`config.mk`:
```
export PLATFORM = sky130hd
export DESIGN_NAME = mgmt_indirect_seq
export DESIGN_NICKNAME = d
export VERILOG_FILES = /design/src/rtl/isq_pkg.sv /design/src/rtl/isq_step_plan.sv /design/src/rtl/isq_xact_map.sv /design/src/rtl/isq_poll_ctrl.sv /design/src/rtl/mgmt_indirect_seq.sv
export SDC_FILE = /design/constraint.sdc
export NUM_CORES = 1
export LEC_CHECK = 0
export BUFFER_PORTS_ARGS = -buffer_cell sky130_fd_sc_hd__buf_2
export CORE_ASPECT_RATIO = 1.4
export CORE_MARGIN = 4
export CORE_UTILIZATION = 48
export DETAILED_ROUTE_END_ITERATION = 7
export PLACE_DENSITY = 0.79
export SLEW_MARGIN = 15
export SYNTH_ARGS = -nofsm -noshare
export SYNTH_HDL_FRONTEND = slang
export SYNTH_SLANG_ARGS = --single-unit
```
`constraint.sdc`:
```
create_clock -name clk -period 2.43 [get_ports clk]
set_input_delay 0.3645 -clock clk [delete_from_list [all_inputs] [get_ports clk]]
set_output_delay 0.3645 -clock clk [all_outputs]
set_load 0.02 [all_outputs]
```
`src/rtl/isq_pkg.sv`:
```
package isq_pkg;

    localparam int ADDR_W   = 5;
    localparam int SUB_W    = 5;
    localparam int DATA_W   = 16;
    localparam int IDX_W    = 3;
    localparam int BUSY_BIT = 15;

    localparam logic [SUB_W-1:0] CMD_REG = SUB_W'(0);
    localparam logic [SUB_W-1:0] DAT_REG = SUB_W'(1);

    localparam logic [1:0] OPC_ADDR = 2'b00;
    localparam logic [1:0] OPC_WR   = 2'b01;
    localparam logic [1:0] OPC_RD22 = 2'b10;
    localparam logic [1:0] OPC_RD45 = 2'b11;

    typedef enum logic [2:0] {
        STP_END,
        STP_POLL,
        STP_PUT_DATA,
        STP_PUT_ADDR,
        STP_CMD_ADDR,
        STP_CMD_XFER,
        STP_GET_DATA,
        STP_DIRECT
    } step_e;

    typedef enum logic [1:0] {
        ST_IDLE,
        ST_RUN,
        ST_GAP,
        ST_RESP
    } seq_st_e;

    typedef struct packed {
        logic              write;
        logic              c45;
        logic [ADDR_W-1:0] dev;
        logic [SUB_W-1:0]  sub;
        logic [DATA_W-1:0] xreg;
        logic [DATA_W-1:0] wdata;
        logic [ADDR_W-1:0] tgt;
    } req_t;

    typedef struct packed {
        logic              write;
        logic [ADDR_W-1:0] phy;
        logic [SUB_W-1:0]  regn;
        logic [DATA_W-1:0] wdata;
    } xact_t;

    function automatic logic [DATA_W-1:0] cmd_word(
        input logic [1:0]        opc,
        input logic              c22,
        input logic [ADDR_W-1:0] dev,
        input logic [SUB_W-1:0]  sub
    );
        return {1'b1, 2'b00, c22, opc, dev, sub};
    endfunction

endpackage

```
`src/rtl/isq_step_plan.sv`:
```
module isq_step_plan
    import isq_pkg::*;
(
    input  logic             direct,
    input  logic             c45,
    input  logic             write,
    input  logic [IDX_W-1:0] idx,
    output step_e            step
);

    always_comb begin
        step = STP_END;
        if (direct) begin
            if (idx == IDX_W'(0)) step = STP_DIRECT;
        end else if (!c45) begin
            case (idx)
                IDX_W'(0): step = STP_POLL;
                IDX_W'(1): step = write ? STP_PUT_DATA : STP_CMD_XFER;
                IDX_W'(2): step = write ? STP_CMD_XFER : STP_POLL;
                IDX_W'(3): step = write ? STP_POLL     : STP_GET_DATA;
                default:   step = STP_END;
            endcase
        end else begin
            case (idx)
                IDX_W'(0): step = STP_POLL;
                IDX_W'(1): step = STP_PUT_ADDR;
                IDX_W'(2): step = STP_CMD_ADDR;
                IDX_W'(3): step = STP_POLL;
                IDX_W'(4): step = write ? STP_PUT_DATA : STP_CMD_XFER;
                IDX_W'(5): step = write ? STP_CMD_XFER : STP_POLL;
                IDX_W'(6): step = write ? STP_POLL     : STP_GET_DATA;
                default:   step = STP_END;
            endcase
        end
    end

endmodule

```
`src/rtl/isq_xact_map.sv`:
```
module isq_xact_map
    import isq_pkg::*;
(
    input  step_e step,
    input  req_t  rq,
    output xact_t xa
);

    logic [1:0] xfer_opc;

    always_comb begin
        if (rq.write)    xfer_opc = OPC_WR;
        else if (rq.c45) xfer_opc = OPC_RD45;
        else             xfer_opc = OPC_RD22;
    end

    always_comb begin
        xa = '0;
        case (step)
            STP_POLL: begin
                xa.phy  = rq.tgt;
                xa.regn = CMD_REG;
            end
            STP_PUT_DATA: begin
                xa.write = 1'b1;
                xa.phy   = rq.tgt;
                xa.regn  = DAT_REG;
                xa.wdata = rq.wdata;
            end
            STP_PUT_ADDR: begin
                xa.write = 1'b1;
                xa.phy   = rq.tgt;
                xa.regn  = DAT_REG;
                xa.wdata = rq.xreg;
            end
            STP_CMD_ADDR: begin
                xa.write = 1'b1;
                xa.phy   = rq.tgt;
                xa.regn  = CMD_REG;
                xa.wdata = cmd_word(OPC_ADDR, 1'b0, rq.dev, rq.sub);
            end
            STP_CMD_XFER: begin
                xa.write = 1'b1;
                xa.phy   = rq.tgt;
                xa.regn  = CMD_REG;
                xa.wdata = cmd_word(xfer_opc, !rq.c45, rq.dev, rq.sub);
            end
            STP_GET_DATA: begin
                xa.phy  = rq.tgt;
                xa.regn = DAT_REG;
            end
            STP_DIRECT: begin
                xa.write = rq.write;
                xa.phy   = rq.dev;
                xa.regn  = rq.sub;
                xa.wdata = rq.write ? rq.wdata : '0;
            end
            default: xa = '0;
        endcase
    end

endmodule

```
`src/rtl/isq_poll_ctrl.sv`:
```
module isq_poll_ctrl #(
    parameter int POLL_GAP  = 50000,
    parameter int MAX_POLLS = 100
) (
    input  logic clk,
    input  logic rst,
    input  logic clr,
    input  logic busy_hit,
    input  logic in_gap,
    output logic poll_last,
    output logic gap_done
);

    localparam int PC_W = $clog2(MAX_POLLS + 1);
    localparam int GC_W = $clog2(POLL_GAP + 1);

    logic [PC_W-1:0] poll_cnt;
    logic [GC_W-1:0] gap_cnt;

    assign poll_last = (poll_cnt == PC_W'(MAX_POLLS - 1));
    assign gap_done  = (gap_cnt == '0);

    always_ff @(posedge clk) begin
        if (rst || clr)
            poll_cnt <= '0;
        else if (busy_hit && !poll_last)
            poll_cnt <= poll_cnt + PC_W'(1);
    end

    always_ff @(posedge clk) begin
        if (rst)
            gap_cnt <= '0;
        else if (busy_hit)
            gap_cnt <= GC_W'(POLL_GAP - 1);
        else if (in_gap && !gap_done)
            gap_cnt <= gap_cnt - GC_W'(1);
    end

    p_poll_bound_r7: assert property (@(posedge clk) disable iff (rst)
        poll_cnt < PC_W'(MAX_POLLS))
        else $error("poll counter beyond budget");

    p_gap_count_r6: assert property (@(posedge clk) disable iff (rst)
        in_gap && !gap_done |=> gap_cnt == $past(gap_cnt) - GC_W'(1))
        else $error("gap counter did not step down");

endmodule

```
`src/rtl/mgmt_indirect_seq.sv`:
```
module mgmt_indirect_seq
    import isq_pkg::*;
#(
    parameter int POLL_GAP  = 50000,
    parameter int MAX_POLLS = 100
) (
    input  logic              clk,
    input  logic              rst,
    input  logic [ADDR_W-1:0] target_addr,
    input  logic              req_valid,
    output logic              req_ready,
    input  logic              req_write,
    input  logic              req_c45,
    input  logic [ADDR_W-1:0] req_dev,
    input  logic [SUB_W-1:0]  req_sub,
    input  logic [DATA_W-1:0] req_xreg,
    input  logic [DATA_W-1:0] req_wdata,
    output logic              rsp_valid,
    output logic              rsp_timeout,
    output logic              rsp_buserr,
    output logic [DATA_W-1:0] rsp_rdata,
    output logic              tx_req,
    output logic              tx_write,
    output logic [ADDR_W-1:0] tx_phy,
    output logic [SUB_W-1:0]  tx_reg,
    output logic [DATA_W-1:0] tx_wdata,
    input  logic              tx_done,
    input  logic              tx_err,
    input  logic [DATA_W-1:0] tx_rdata
);

    seq_st_e          st;
    req_t             cur;
    logic [IDX_W-1:0] idx;
    logic [IDX_W-1:0] idx_nxt;
    step_e            step_now;
    step_e            step_nxt;
    xact_t            xa;
    logic             direct;
    logic             fin_ok;
    logic             busy_hit;
    logic             poll_ok;
    logic             poll_last;
    logic             gap_done;
    logic             accept;

    assign direct   = (cur.tgt == '0);
    assign idx_nxt  = idx + IDX_W'(1);
    assign accept   = (st == ST_IDLE) && req_valid;
    assign fin_ok   = (st == ST_RUN) && tx_done && !tx_err;
    assign busy_hit = fin_ok && (step_now == STP_POLL) && tx_rdata[BUSY_BIT];
    assign poll_ok  = fin_ok && (step_now == STP_POLL) && !tx_rdata[BUSY_BIT];

    isq_step_plan u_plan_now (
        .direct (direct),
        .c45    (cur.c45),
        .write  (cur.write),
        .idx    (idx),
        .step   (step_now)
    );

    isq_step_plan u_plan_nxt (
        .direct (direct),
        .c45    (cur.c45),
        .write  (cur.write),
        .idx    (idx_nxt),
        .step   (step_nxt)
    );

    isq_xact_map u_map (
        .step (step_now),
        .rq   (cur),
        .xa   (xa)
    );

    isq_poll_ctrl #(
        .POLL_GAP  (POLL_GAP),
        .MAX_POLLS (MAX_POLLS)
    ) u_poll (
        .clk       (clk),
        .rst       (rst),
        .clr       (accept || poll_ok),
        .busy_hit  (busy_hit),
        .in_gap    (st == ST_GAP),
        .poll_last (poll_last),
        .gap_done  (gap_done)
    );

    always_ff @(posedge clk) begin
        if (rst) begin
            st          <= ST_IDLE;
            cur         <= '0;
            idx         <= '0;
            rsp_timeout <= 1'b0;
            rsp_buserr  <= 1'b0;
            rsp_rdata   <= '0;
        end else begin
            case (st)
                ST_IDLE: begin
                    if (req_valid) begin
                        cur <= '{write: req_write, c45: req_c45, dev: req_dev,
                                 sub: req_sub, xreg: req_xreg, wdata: req_wdata,
                                 tgt: target_addr};
                        idx         <= '0;
                        rsp_timeout <= 1'b0;
                        rsp_buserr  <= 1'b0;
                        st          <= ST_RUN;
                    end
                end
                ST_RUN: begin
                    if (tx_done) begin
                        if (tx_err) begin
                            rsp_buserr <= 1'b1;
                            st         <= ST_RESP;
                        end else if (busy_hit) begin
                            if (poll_last) begin
                                rsp_timeout <= 1'b1;
                                st          <= ST_RESP;
                            end else begin
                                st <= ST_GAP;
                            end
                        end else begin
                            if (step_now == STP_GET_DATA ||
                                (step_now == STP_DIRECT && !cur.write))
                                rsp_rdata <= tx_rdata;
                            idx <= idx_nxt;
                            if (step_nxt == STP_END) st <= ST_RESP;
                        end
                    end
                end
                ST_GAP: begin
                    if (gap_done) st <= ST_RUN;
                end
                default: st <= ST_IDLE;
            endcase
        end
    end

    assign req_ready = (st == ST_IDLE);
    assign rsp_valid = (st == ST_RESP);
    assign tx_req    = (st == ST_RUN);
    assign tx_write  = xa.write;
    assign tx_phy    = xa.phy;
    assign tx_reg    = xa.regn;
    assign tx_wdata  = xa.wdata;

    p_direct_first_r1: assert property (@(posedge clk) disable iff (rst)
        req_valid && req_ready && target_addr == '0 |=>
            tx_req && tx_phy == $past(req_dev) && tx_reg == $past(req_sub) &&
            tx_write == $past(req_write))
        else $error("direct request not passed through");

    p_poll_first_r2: assert property (@(posedge clk) disable iff (rst)
        req_valid && req_ready && target_addr != '0 |=>
            tx_req && !tx_write && tx_reg == CMD_REG && tx_phy == $past(target_addr))
        else $error("indirect request did not start with a busy poll");

    p_timeout_cause_r7: assert property (@(posedge clk) disable iff (rst)
        $rose(rsp_timeout) |-> $past(tx_done && !tx_err && tx_rdata[BUSY_BIT]))
        else $error("timeout without a busy poll");

    p_buserr_cause_r8: assert property (@(posedge clk) disable iff (rst)
        $rose(rsp_buserr) |-> $past(tx_done && tx_err))
        else $error("bus error without a failed transaction");

    p_req_hold_r9: assert property (@(posedge clk) disable iff (rst)
        tx_req && !tx_done |=> tx_req && $stable(tx_write) && $stable(tx_phy) &&
            $stable(tx_reg) && $stable(tx_wdata))
        else $error("transaction request dropped or changed before done");

    p_rsp_pulse_r9: assert property (@(posedge clk) disable iff (rst)
        rsp_valid |=> !rsp_valid && req_ready)
        else $error("response strobe longer than one cycle");

endmodule

```
== Word level (Yosys, flattened, before mapping) ==
Index checks and enable logic that the tools add are counted.
Operators by class
  eq/ne operators: 32
  add/subtract/negate cells: 3
  order comparisons: 0
  divide/modulo/power cells: 0
  bitwise operators: 2
  shift operators: 0
  reductions and logical operators: 38
  multiplexer cells: 43
  $mul: 0
Operator list (count)
  $pmux W16 S5: 1
  $mux W16: 3
  $mux W3: 13
  $pmux W3 S6: 2
  $eq A3 B3 Y1 const B: 10
  $pmux W10 S3: 1
  $pmux W3 S4: 2
  $eq A3 B2 Y1 const B: 6
  $logic_not A16 Y1: 1
  $sub A16 B1 Y16 const B: 1
  $mux W2: 7
  $reduce_and A5 Y1: 2
  $eq A3 B1 Y1 const B: 3
  $logic_and A1 B1 Y1: 9
  $logic_not A3 Y1: 3
  $mux W1: 9
  $ne A2 B1 Y1 const B: 4
  $ne A2 B2 Y1 const B: 4
  $reduce_and A4 Y1: 2
  $add A7 B1 Y7 const B: 1
  $eq A7 B7 Y1 const B: 1
  $logic_not A1 Y1: 6
  $pmux W1 S2: 3
  $pmux W2 S3: 1
  other kinds (15): 23
Word-level totals
  bits of input ports: 70
  bits in latches: 0
  ROM bits: 0
  output and inout port bits: 48
  flip-flop bits (word level): 95
  RAM bits: 0
  memories: 0

== Longest topological paths before layout ==
Gate-level depths: netlist of the first run.
  depth after elaboration: 12
  gate-level depth with buffers: 12
  mapped depth without buffers: 8

== By module ==
From an unflattened synthesis of the first run, not the netlist that was laid out.
Unflattened totals
  cells, all modules: 590
  area total of the unflattened synthesis: 4845.9 sq um
By module, submodules not included
  mgmt_indirect_seq: times used 1, area each 2702.6 sq um, cells an instance 323, seq. area each 1441.4 sq um
  isq_poll_ctrl: times used 1, area each 1272.5 sq um, cells an instance 146, seq. area each 460.4 sq um
  isq_xact_map: times used 1, area each 528.0 sq um, cells an instance 75, seq. area each 0.0 sq um
  isq_step_plan: times used 2, area each 171.4 sq um, cells an instance 23, seq. area each 0.0 sq um

== Worst setup path after synthesis of the first run ==
OpenSTA, ideal clock, no wires.
  path kind: register -> output
  start: register idx[0]
  end: output port tx_wdata[0]
  setup slack: -145 ps
  arrival time: 2211 ps
  required time: 2066 ps
  buffers on the path: 1
  cell stages (with the launch flop): 10
  cells stage by stage: dfxtp_1 inv_1 ha_1 a21bo_2 a31oi_2 o21ai_2 o31ai_4 a22o_4 buf_6 a21o_1
On the way
  word-level cells in the longest chain between the ends: 7
Ends and longest elaborated chain
  start, declared: RTL line mgmt_indirect_seq.sv:34  | logic [IDX_W-1:0] idx;
  start signal, assigned: RTL line mgmt_indirect_seq.sv:126  | idx <= idx_nxt;
  $eq A3 B2 Y1 or $logic_not A3 Y1 (tied branches): RTL line isq_step_plan.sv:16, isq_step_plan.sv:24, isq_step_plan.sv:14
  $reduce_or A2 Y1 (no line)
  $pmux W3 S6: RTL line isq_step_plan.sv:24  | case (idx)
  $mux W3: RTL line isq_step_plan.sv:15  | end else if (!c45) begin
  $mux W3 (*): RTL line isq_step_plan.sv:13  | if (direct) begin
  $eq A3 B3 Y1 or $eq A3 B2 Y1 (tied branches): RTL line isq_xact_map.sv:19  | case (step)
  $pmux W16 S5 (*): RTL line isq_xact_map.sv:19
  end, declared: RTL line mgmt_indirect_seq.sv:26  | output logic [DATA_W-1:0] tx_wdata,
Mark *: on every way between the ends. The rest lies on a longest branch, timed or not.

== Final worst setup path of the first run ==
  start: register idx[1]
  end: output port tx_wdata[0]
The elaborated chain is that of the path after synthesis.

==> impl_metrics.tcl, run 1 <==
set metrics [dict create \
    outcome "complete, but fails checks" \
    violations "negative setup slack" \
    netlist_area_um2 4715 \
    die_area_um2 11490 \
    n_antenna_cell 0 \
    final-hold-violation-count 0 \
    endpoint_kind "output pin" \
    cts.reportedPaths.clkPinSlew_ns 0.07 \
    power.internal_w 0.002940 \
    start_kind "flop" \
    synth_common_cells "nand2_1 (116), dfxtp_1 (95), a21oi_1 (76)" \
    fill_cells 655 \
    post-dp-hpwl_um 9173 \
    yosysMostFrequentCell "nand2_1" \
    via_per_inst 5.565 \
    async_flop_share 0 \
    post-route-min-period_ns 2.938 \
    cts_hold_buf 0 \
    placementRows 42 \
    gp_congestion 0.8299 \
    seqPwrFrac 0.408 \
    ys_ff_latch 95 \
    combPwrFrac 0.216 \
    numCtsBuffers 9 \
    pwr_density_cell_nw_per_um2 599.6 \
    worst_pin_slew_ns 0.6299 \
    swShare 0.2881 \
    fin_util 0.7242 \
    grt_use_total 0.2483 \
    drv_slew 0 \
    multiInputGateArea_um2 2983 \
    initial_core_util 0.4957 \
    coreArea_um2 9512 \
    io_pins 118 \
    synth_cell_types 61 \
    setup_violations 64 \
    clock.fmax_ghz 0.3404 \
    grt_first_pass_wirelength_um 23100 \
    yosysTopAreaCell "dfxtp_1" \
    synth_area_leaders "dfxtp_1 (40%), nand2_1 (9.2%), a21oi_1 (8.1%)" \
    peakVddDrop_mv 0.5221 \
    clkLatencyLatePin_ns 0.35 \
    first_global_vias 4828 \
    grt_max_degree 51 \
    cts_num_sinks 95 \
    io_buffers 117 \
    cts_tree "yes" \
    synth_ff_type "dfxtp_1" \
    pwr-share-clk 0.377 \
    relSlewSlack 0.5801 \
    first_pass_iters 5 \
    nets 805 \
    hp-class "in -> reg" \
    h-tree-depth 3 \
    pre_cts_ws_ns -0.3487 \
    ys_warn_count 0 \
    die_w_um 91.76 \
    drcViolationCount 0 \
    tns_ns -17.14 \
    arrival_ns 2.57 \
    switchingPower_w 0.001190 \
    drt-initial-drc-count 250 \
    routedWlPerCell_um 16.99 \
    cp_max_fo 7 \
    syn2layout_area_growth_pct 46.10 \
    drv_cap 0 \
    syn_inst 560 \
    skew_ns 0.01089 \
    antenna_found_initial 0 \
    syn_nets 638 \
    die_h_um 125.3 \
    synth_top_area_frac 0.4034 \
    totalPowerFinal_w 0.004130 \
    wirelength_um 14680 \
    p_leak_nw 2.882 \
    seq_area_um2 1909 \
    layout-drive-gt1-share 0.3852 \
    root_buffer "clkbuf_16" \
    avgSynthCellArea_um2 8.419 \
    ys_seq_area_frac 0.4034 \
    fin_ws_ns -0.5077 \
    required_ns 2.07 \
    rsz0062_at_grt "true" \
    synth-edff-count 0 \
    clock_path_buffers 2 \
    crit_type "reg -> out" \
    drtAntennaViolNets 0 \
    vias 4808 \
    min_period_over_period 1.209 \
    grt_overflow_total 0 \
]
-- cell families (layout without fill, tap and decap cells) --
family	after synthesis	after routing	synth area share
xor+xnor	14	14	0.02601
buf+inv	44	215	0.05281
mux	18	18	0.03822
compound gates	149	150	0.2155
fa+ha+maj	8	8	0.02123
simple gates	232	232	0.2428
flops	95	95	0.4034
-- stage by stage --
step	std cells	area (um^2)	hold WS (ns)
2_1_floorplan	560	4762	0.4360
3_3_place_gp	812	5618	0.4424
3_5_place_dp	812	5618	0.4479
4_1_cts	855	6643	0.2456
5_1_grt	864	6888	0.2515
6_report	864	6888	0.2489
-- worst paths after layout --
kind	from	endpoint	slack, ns	cells past startpoint
max reg2reg	idx[1]$_SDFFE_PP0P_	u_poll.poll_cnt[3]$_SDFFE_PP0P_	-0.21	13
min	req_wdata[4]	cur[9]$_SDFFE_PP0P_	0.25	3
max	idx[1]$_SDFFE_PP0P_	tx_wdata[0]	-0.51	12
min reg2reg	cur[26]$_SDFFE_PP0P_	cur[26]$_SDFFE_PP0P_	0.45	2
-- sequential cells by signal (all words and copies together), names as in the netlist --
signal           count
idx                  3
u_poll.gap_cnt      16
rsp_buserr           1
rsp_timeout          1
u_poll.poll_cnt      7
rsp_rdata           16
st                   2
cur                 49
-- cells in the final DEF, fill, tap and decap left out, drive strengths merged, types with 2 or more instances in the layout --
cell type,count
nand2,116
nor2,24
o41ai,2
o2111a,2
and2b,2
buf,190
o21ai,11
a221o,4
and2,9
o22ai,4
bufinv,2
xnor2,10
o31ai,6
mux2i,18
nor3,4
and4,2
a21o,11
nand4,4
nand2b,37
ha,8
inv,9
xor2,4
a21oi,77
or3,5
or4,4
clkinvlp,2
and3,2
nand3,6
dfxtp,95
a22o,19
clkinv,3
clkbuf,9
o21a,3
a31oi,3
nor3b,5
nor4,7
-- per-layer routing --
metal / GRT usage / wire, um / up-vias
li1: - / - / 2278
met1: 0.2712 / 5448 / 2284
met2: 0.4434 / 7685 / 204
met3: 0.05829 / 1034 / 42
met4: 0.1251 / 514 / 0
met5: 0 / 0 / -
-- layout make-up --
class	count	area share
Clock inverter	7	0.01580
Clock buffer	9	0.03270
Timing Repair Buffer	190	0.2116
Inverter	9	0.005631
Multi-Input combinational cell	422	0.4331
Sequential cell	95	0.2772
Tap cell	132	0.02398
-- critical path, stage by stage (launching register included) --
cell and delay, ns:
dfxtp_4 0.38, ha_4 0.17, ha_4 0.18, nor2_4 0.14, a21oi_4 0.09, a21oi_4 0.20
buf_12 0.14, buf_6 0.09, nor4_4 0.03, buf_4 0.19, a22o_4 0.27, a21o_1 0.21
buf_6 0.13
-- power groups by stage --
stage / combinational (W) / clock [W] / sequential [W]
CTS: 0.000802 / 0.00157 / 0.00168
global route: 0.000958 / 0.00163 / 0.00169
global placement: 0.000640 / 0 / 0.00171
floorplan: 0.000425 / 0 / 0.00171
finish: 0.000892 / 0.00156 / 0.00168
detailed placement: 0.000656 / 0 / 0.00172
-- repair_timing --
| item | 4_1_cts | 5_1_grt |
|---|---|---|
| gates cloned | 5 | 0 |
| setup buffers | 23 | 13 |
| pin swaps | 45 | 31 |
| setup endpoints to repair | 57 | 70 |
| gates resized for setup | 113 | 56 |
Power figures use the tool's default switching activity.
==> run 2: changes to the inputs <==
--- a/config.mk
+++ b/config.mk
@@ -7,7 +7,7 @@
 export LEC_CHECK = 0
 export BUFFER_PORTS_ARGS = -buffer_cell sky130_fd_sc_hd__buf_2
 export CORE_ASPECT_RATIO = 1.4
-export CORE_MARGIN = 4
+export CORE_MARGIN = 8
 export CORE_UTILIZATION = 48
 export DETAILED_ROUTE_END_ITERATION = 7
 export PLACE_DENSITY = 0.79
==> run 2 against run 1 <==
Effect of this change: final area fell by 3.1%; register-to-register slack gained 0.08 ns; the flow still finishes with violations (negative setup slack); critical endpoint is now tx_wdata[8]; critical path type unchanged; sequential power about the same.
==> impl_metrics.tcl, run 2 (synthesis gave the netlist of run 1 again) <==
set metrics [dict create \
    outcome "complete, but fails checks" \
    violations "negative setup slack" \
    min_to "cur[39]$_SDFFE_PP0P_" \
    vias 4744 \
    grt_first_pass_wirelength_um 22660 \
    n_antenna_cell 0 \
    die_area_um2 13290 \
    mostFrequentLayoutCells "nand2_1 (115), buf_2 (94), dfxtp_1 (92)" \
    totalPowerFinal_w 0.003851 \
    clkLatencyLatePin_ns 0.34 \
    clock.fmax_ghz 0.3464 \
    drcViolationCount 0 \
    gp_congestion 0.9110 \
    cts_num_sinks 95 \
    relSlewSlack 0.5033 \
    placementRows 43 \
    routedWlPerCell_um 17.31 \
    top_register "cur" \
    regToRegStartpoint "idx[0]$_SDFFE_PP0P_" \
    root_buffer "clkbuf_16" \
    initial_core_util 0.4841 \
    fill_cells 754 \
    syn2layout_area_growth_pct 41.51 \
    numCtsBuffers 9 \
    top_regs "cur: 49 flops, rsp_rdata: 16 flops, u_poll.gap_cnt: 16 flops" \
    p_leak_nw 2.802 \
    rr_worst_depth 10 \
    seq_area_um2 1911 \
    io_buffers 117 \
    h-tree-depth 3 \
    final_cell_area_um2 6671 \
    multiInputGateArea_um2 2917 \
    wirelength_um 14850 \
    antenna_found_initial 0 \
    hold_ws_ns 0.2560 \
    grt_max_degree 51 \
    clock_path_buffers 2 \
    coreArea_um2 9738 \
    peakVddDrop_mv 0.4108 \
    cts_hold_buf 0 \
    required_ns 2.07 \
    drtAntennaViolNets 0 \
    hp-class "in -> reg" \
    endpoint_kind "output pin" \
    io_pins 118 \
    rsz0062_at_grt "true" \
    r2r_end "u_poll.poll_cnt[3]$_SDFFE_PP0P_" \
    dpl_cell_area_um2 5622 \
    fin_ws_ns -0.4570 \
    nets 796 \
    first_global_vias 4815 \
    cts_tree "yes" \
    largest_reg_flops 49 \
    min_period_over_period 1.188 \
    arrival_ns 2.52 \
    worst_pin_slew_ns 0.7451 \
    post-dp-hpwl_um 9415 \
    drt-initial-drc-count 161 \
    first_pass_iters 5 \
    pwr_density_cell_nw_per_um2 577.3 \
    start_kind "flop" \
    min_from "req_sub[2]" \
    final-hold-violation-count 0 \
    drv_cap 0 \
    fin_util 0.6851 \
    drv_slew 0 \
    cts.reportedPaths.clkPinSlew_ns 0.07 \
    via_per_inst 5.529 \
    post-route-min-period_ns 2.887 \
    r2r_setup_slack_ns -0.13 \
    tns_ns -10.91 \
    die_w_um 99.76 \
    final_common_cell "nand2_1" \
    die_h_um 133.3 \
    grt_use_total 0.2082 \
    crit_type "reg -> out" \
    layout-drive-gt1-share 0.3762 \
    setup_violations 42 \
    cp_max_fo 5 \
    grt_overflow_total 0 \
    hold_depth 3 \
    skew_ns 0.008047 \
]
run 2: critical path, cell delays in order (launching register included):
cell     delay [ns]
dfxtp_4        0.38
ha_4           0.17
ha_4           0.18
nor2_4         0.13
a21oi_2        0.09
a21oi_4        0.26
buf_6          0.16
nor3b_4        0.05
buf_12         0.15
buf_12         0.12
a22o_1         0.18
a21o_1         0.18
buf_6          0.14
run 2: what timing repair did:
action | in CTS | in global routing
setup endpoints to repair | 29 | 63
setup buffers | 19 | 9
cloned | 1 | 1
resized for setup | 77 | 62
pin swaps | 19 | 19
run 2: how the worst max path moves through the flow:
stage                        startpoint  slack (ns)  depth (start not counted)            to
floorplan           idx[0]$_SDFFE_PP0P_       -0.03                          9   tx_wdata[0]
global placement    idx[0]$_SDFFE_PP0P_       -0.23                         10     tx_phy[1]
detailed placement  idx[0]$_SDFFE_PP0P_       -0.34                         10     tx_phy[1]
CTS                 idx[1]$_SDFFE_PP0P_       -0.41                          9  tx_wdata[11]
global route        idx[0]$_SDFFE_PP0P_       -0.53                         10   tx_wdata[2]
finish              idx[1]$_SDFFE_PP0P_       -0.46                         12   tx_wdata[8]
run 2: power by group:
group,switching [W],internal (W),total (W)
clock network,0.000604,0.000725,0.00133
logic,0.000463,0.000373,0.000836
registers,0.0000580,0.00163,0.00169
run 2: metrics by stage:
stage / std cells / setup slack, ns
6_report: 858 / -0.4570
5_1_grt: 858 / -0.5279
4_1_cts: 849 / -0.4118
3_5_place_dp: 815 / -0.3436
3_3_place_gp: 815 / -0.2295
2_1_floorplan: 560 / -0.02592
run 2: cell type report:
| cell class | instances | share of cell area |
|---|---|---|
| flip-flops and latches | 95 | 0.2864 |
| repair buffers | 181 | 0.2029 |
| well taps | 135 | 0.02532 |
| clock inverters | 6 | 0.006564 |
| clock buffers | 10 | 0.03582 |
| multi-input cells | 422 | 0.4372 |
| inverters | 9 | 0.005814 |
run 2: per-layer routing:
metal  vias up  part of all wire  track usage  routed length (um)
met2       203              0.52       0.3745                7797
met1      2247              0.37       0.2171                5512
met3        31             0.078      0.05901                1160
met4         0             0.026      0.09122                 382
met5         -                 0            0                   0
li1       2263                 -            -                   -
==> run 3: changes to the inputs <==
--- a/config.mk
+++ b/config.mk
@@ -5,12 +5,12 @@
 export SDC_FILE = /design/constraint.sdc
 export NUM_CORES = 1
 export LEC_CHECK = 0
-export BUFFER_PORTS_ARGS = -buffer_cell sky130_fd_sc_hd__buf_2
 export CORE_ASPECT_RATIO = 1.4
 export CORE_MARGIN = 8
-export CORE_UTILIZATION = 48
+export CORE_UTILIZATION = 57
 export DETAILED_ROUTE_END_ITERATION = 7
-export PLACE_DENSITY = 0.79
+export DONT_BUFFER_PORTS = 1
+export PLACE_DENSITY = 0.78
 export SLEW_MARGIN = 15
 export SYNTH_ARGS = -nofsm -noshare
 export SYNTH_HDL_FRONTEND = slang
==> run 3 against run 2 <==
Effect of this change: the flow still finishes with violations (negative setup slack); cell count fell by 18%; worst hold slack got worse by 0.15 ns; largest power group unchanged; sequential power barely moved; power rose by 1.7%; critical path type unchanged.
==> impl_metrics.tcl, run 3 (synthesis gave the netlist of run 1 again) <==
set metrics [dict create \
    outcome "complete, but fails checks" \
    violations "negative setup slack" \
    grt_first_pass_wirelength_um 19980 \
    numCtsBuffers 9 \
    cts_hold_buf 0 \
    syn2layout_area_growth_pct 25.66 \
    via_per_inst 5.922 \
    coreArea_um2 8100 \
    top_regs "cur: 49 flops, rsp_rdata: 16 flops, u_poll.gap_cnt: 16 flops" \
    first_global_vias 4104 \
    final_common_cell "nand2_1" \
    peakVddDrop_mv 0.4691 \
    skew_ns 0.006048 \
    endpoint_kind "output pin" \
    pwr_density_cell_nw_per_um2 661.4 \
    io_buffers 0 \
    drv_cap 0 \
    largest_reg_flops 49 \
    fill_cells 619 \
    wirelength_um 13420 \
    cts_num_sinks 95 \
    fin_ws_ns -0.4131 \
    rsz0062_at_grt "true" \
    vias 4157 \
    clock.fmax_ghz 0.3517 \
    die_area_um2 11480 \
    dp.cells 664 \
    drt-initial-drc-count 237 \
    hp-class "in -> reg" \
    drcViolationCount 0 \
    clkLatencyLatePin_ns 0.34 \
    mostFrequentLayoutCells "nand2_1 (115), dfxtp_1 (93), a21oi_1 (69)" \
    grt_max_degree 98 \
    top_register "cur" \
    cts.reportedPaths.clkPinSlew_ns 0.07 \
    grt_overflow_total 0 \
    drv_slew 0 \
    final-hold-violation-count 0 \
    fin_util 0.7314 \
    placementRows 39 \
    initial_core_util 0.5820 \
    relSlewSlack 0.6583 \
    arrival_ns 2.48 \
    hold_ws_ns 0.1104 \
    start_kind "flop" \
    tns_ns -8.602 \
    clock_path_buffers 2 \
    post-dp-hpwl_um 8675 \
    worst_pin_slew_ns 0.5126 \
    antenna_found_initial 0 \
    min_period_over_period 1.170 \
    required_ns 2.07 \
    nets 673 \
    drtAntennaViolNets 0 \
    root_buffer "clkbuf_16" \
    die_w_um 92.87 \
    die_h_um 123.6 \
    cp_max_fo 8 \
    r2r_setup_slack_ns -0.05 \
    grt_use_total 0.2165 \
    gp_congestion 0.8924 \
    setup_violations 39 \
    fin_cells 702 \
    p_leak_nw 2.224 \
    routedWlPerCell_um 19.12 \
    first_pass_iters 5 \
    post-route-min-period_ns 2.843 \
    crit_type "reg -> out" \
    n_antenna_cell 0 \
    h-tree-depth 3 \
    cts_tree "yes" \
    io_pins 118 \
    layout-drive-gt1-share 0.2383 \
]
-- run 3: cell type report --
| cell class | count | area [um^2] | share of cell area |
|---|---|---|---|
| clock buffer | 10 | 239.0 | 0.04034 |
| clock inverter | 6 | 90.09 | 0.01521 |
| timing repair buffer | 58 | 559.3 | 0.09440 |
| multi-input combinational | 422 | 2958 | 0.4993 |
| inverter | 9 | 41.29 | 0.006969 |
| tap | 102 | 127.6 | 0.02154 |
| sequential | 95 | 1909 | 0.3223 |
-- run 3: path summary, 6_finish.rpt --
path | endpoint | startpoint | cells past startpoint
worst max-delay path | tx_wdata[12] | idx[0]$_SDFFE_PP0P_ | 9
worst min-delay path | u_poll.gap_cnt[2]$_SDFFE_PP0P_ | rst | 1
worst max register to register | rsp_rdata[9]$_SDFFE_PP0P_ | idx[0]$_SDFFE_PP0P_ | 12
worst min register to register | cur[31]$_SDFFE_PP0P_ | cur[31]$_SDFFE_PP0P_ | 2
-- run 3: critical path, cell delays in order, from the launching register on --
cell     delay [ns]
dfxtp_4        0.39
ha_4           0.18
ha_4           0.18
nor2_4         0.13
a21oi_2        0.09
a21oi_4        0.24
buf_6          0.14
nor4_4         0.04
a22o_4         0.29
a221o_1        0.46
-- run 3: metal layers --
| layer | routed length (um) | global-route usage |
|---|---|---|
| met1 | 4967 | 0.2285 |
| met4 | 405 | 0.1122 |
| met5 | 0 | 0 |
| met2 | 7059 | 0.3825 |
| met3 | 989 | 0.06393 |
-- run 3: power by group --
group / switching (W) / internal [W]
registers: 0.0000684 / 0.00163
logic: 0.000383 / 0.000290
clock network: 0.000613 / 0.000935
-- run 3: what timing repair did --
action / 4_1_cts / 5_1_grt
pin swaps: 28 / 8
buffers inserted: 5 / 14
gates resized for setup: 62 / 34
setup endpoints to repair: 48 / 56
gates cloned: 1 / 3
-- run 3: stage by stage --
stage / power [W] / cell area [um^2] / worst slack (ns)
5_1_grt: 0.004061 / 5924 / -0.4601
6_report: 0.003919 / 5924 / -0.4131
2_1_floorplan: 0.002130 / 4762 / -0.02592
3_3_place_gp: 0.002239 / 4987 / -0.1709
4_1_cts: 0.003868 / 5653 / -0.3665
3_5_place_dp: 0.002257 / 4987 / -0.3244
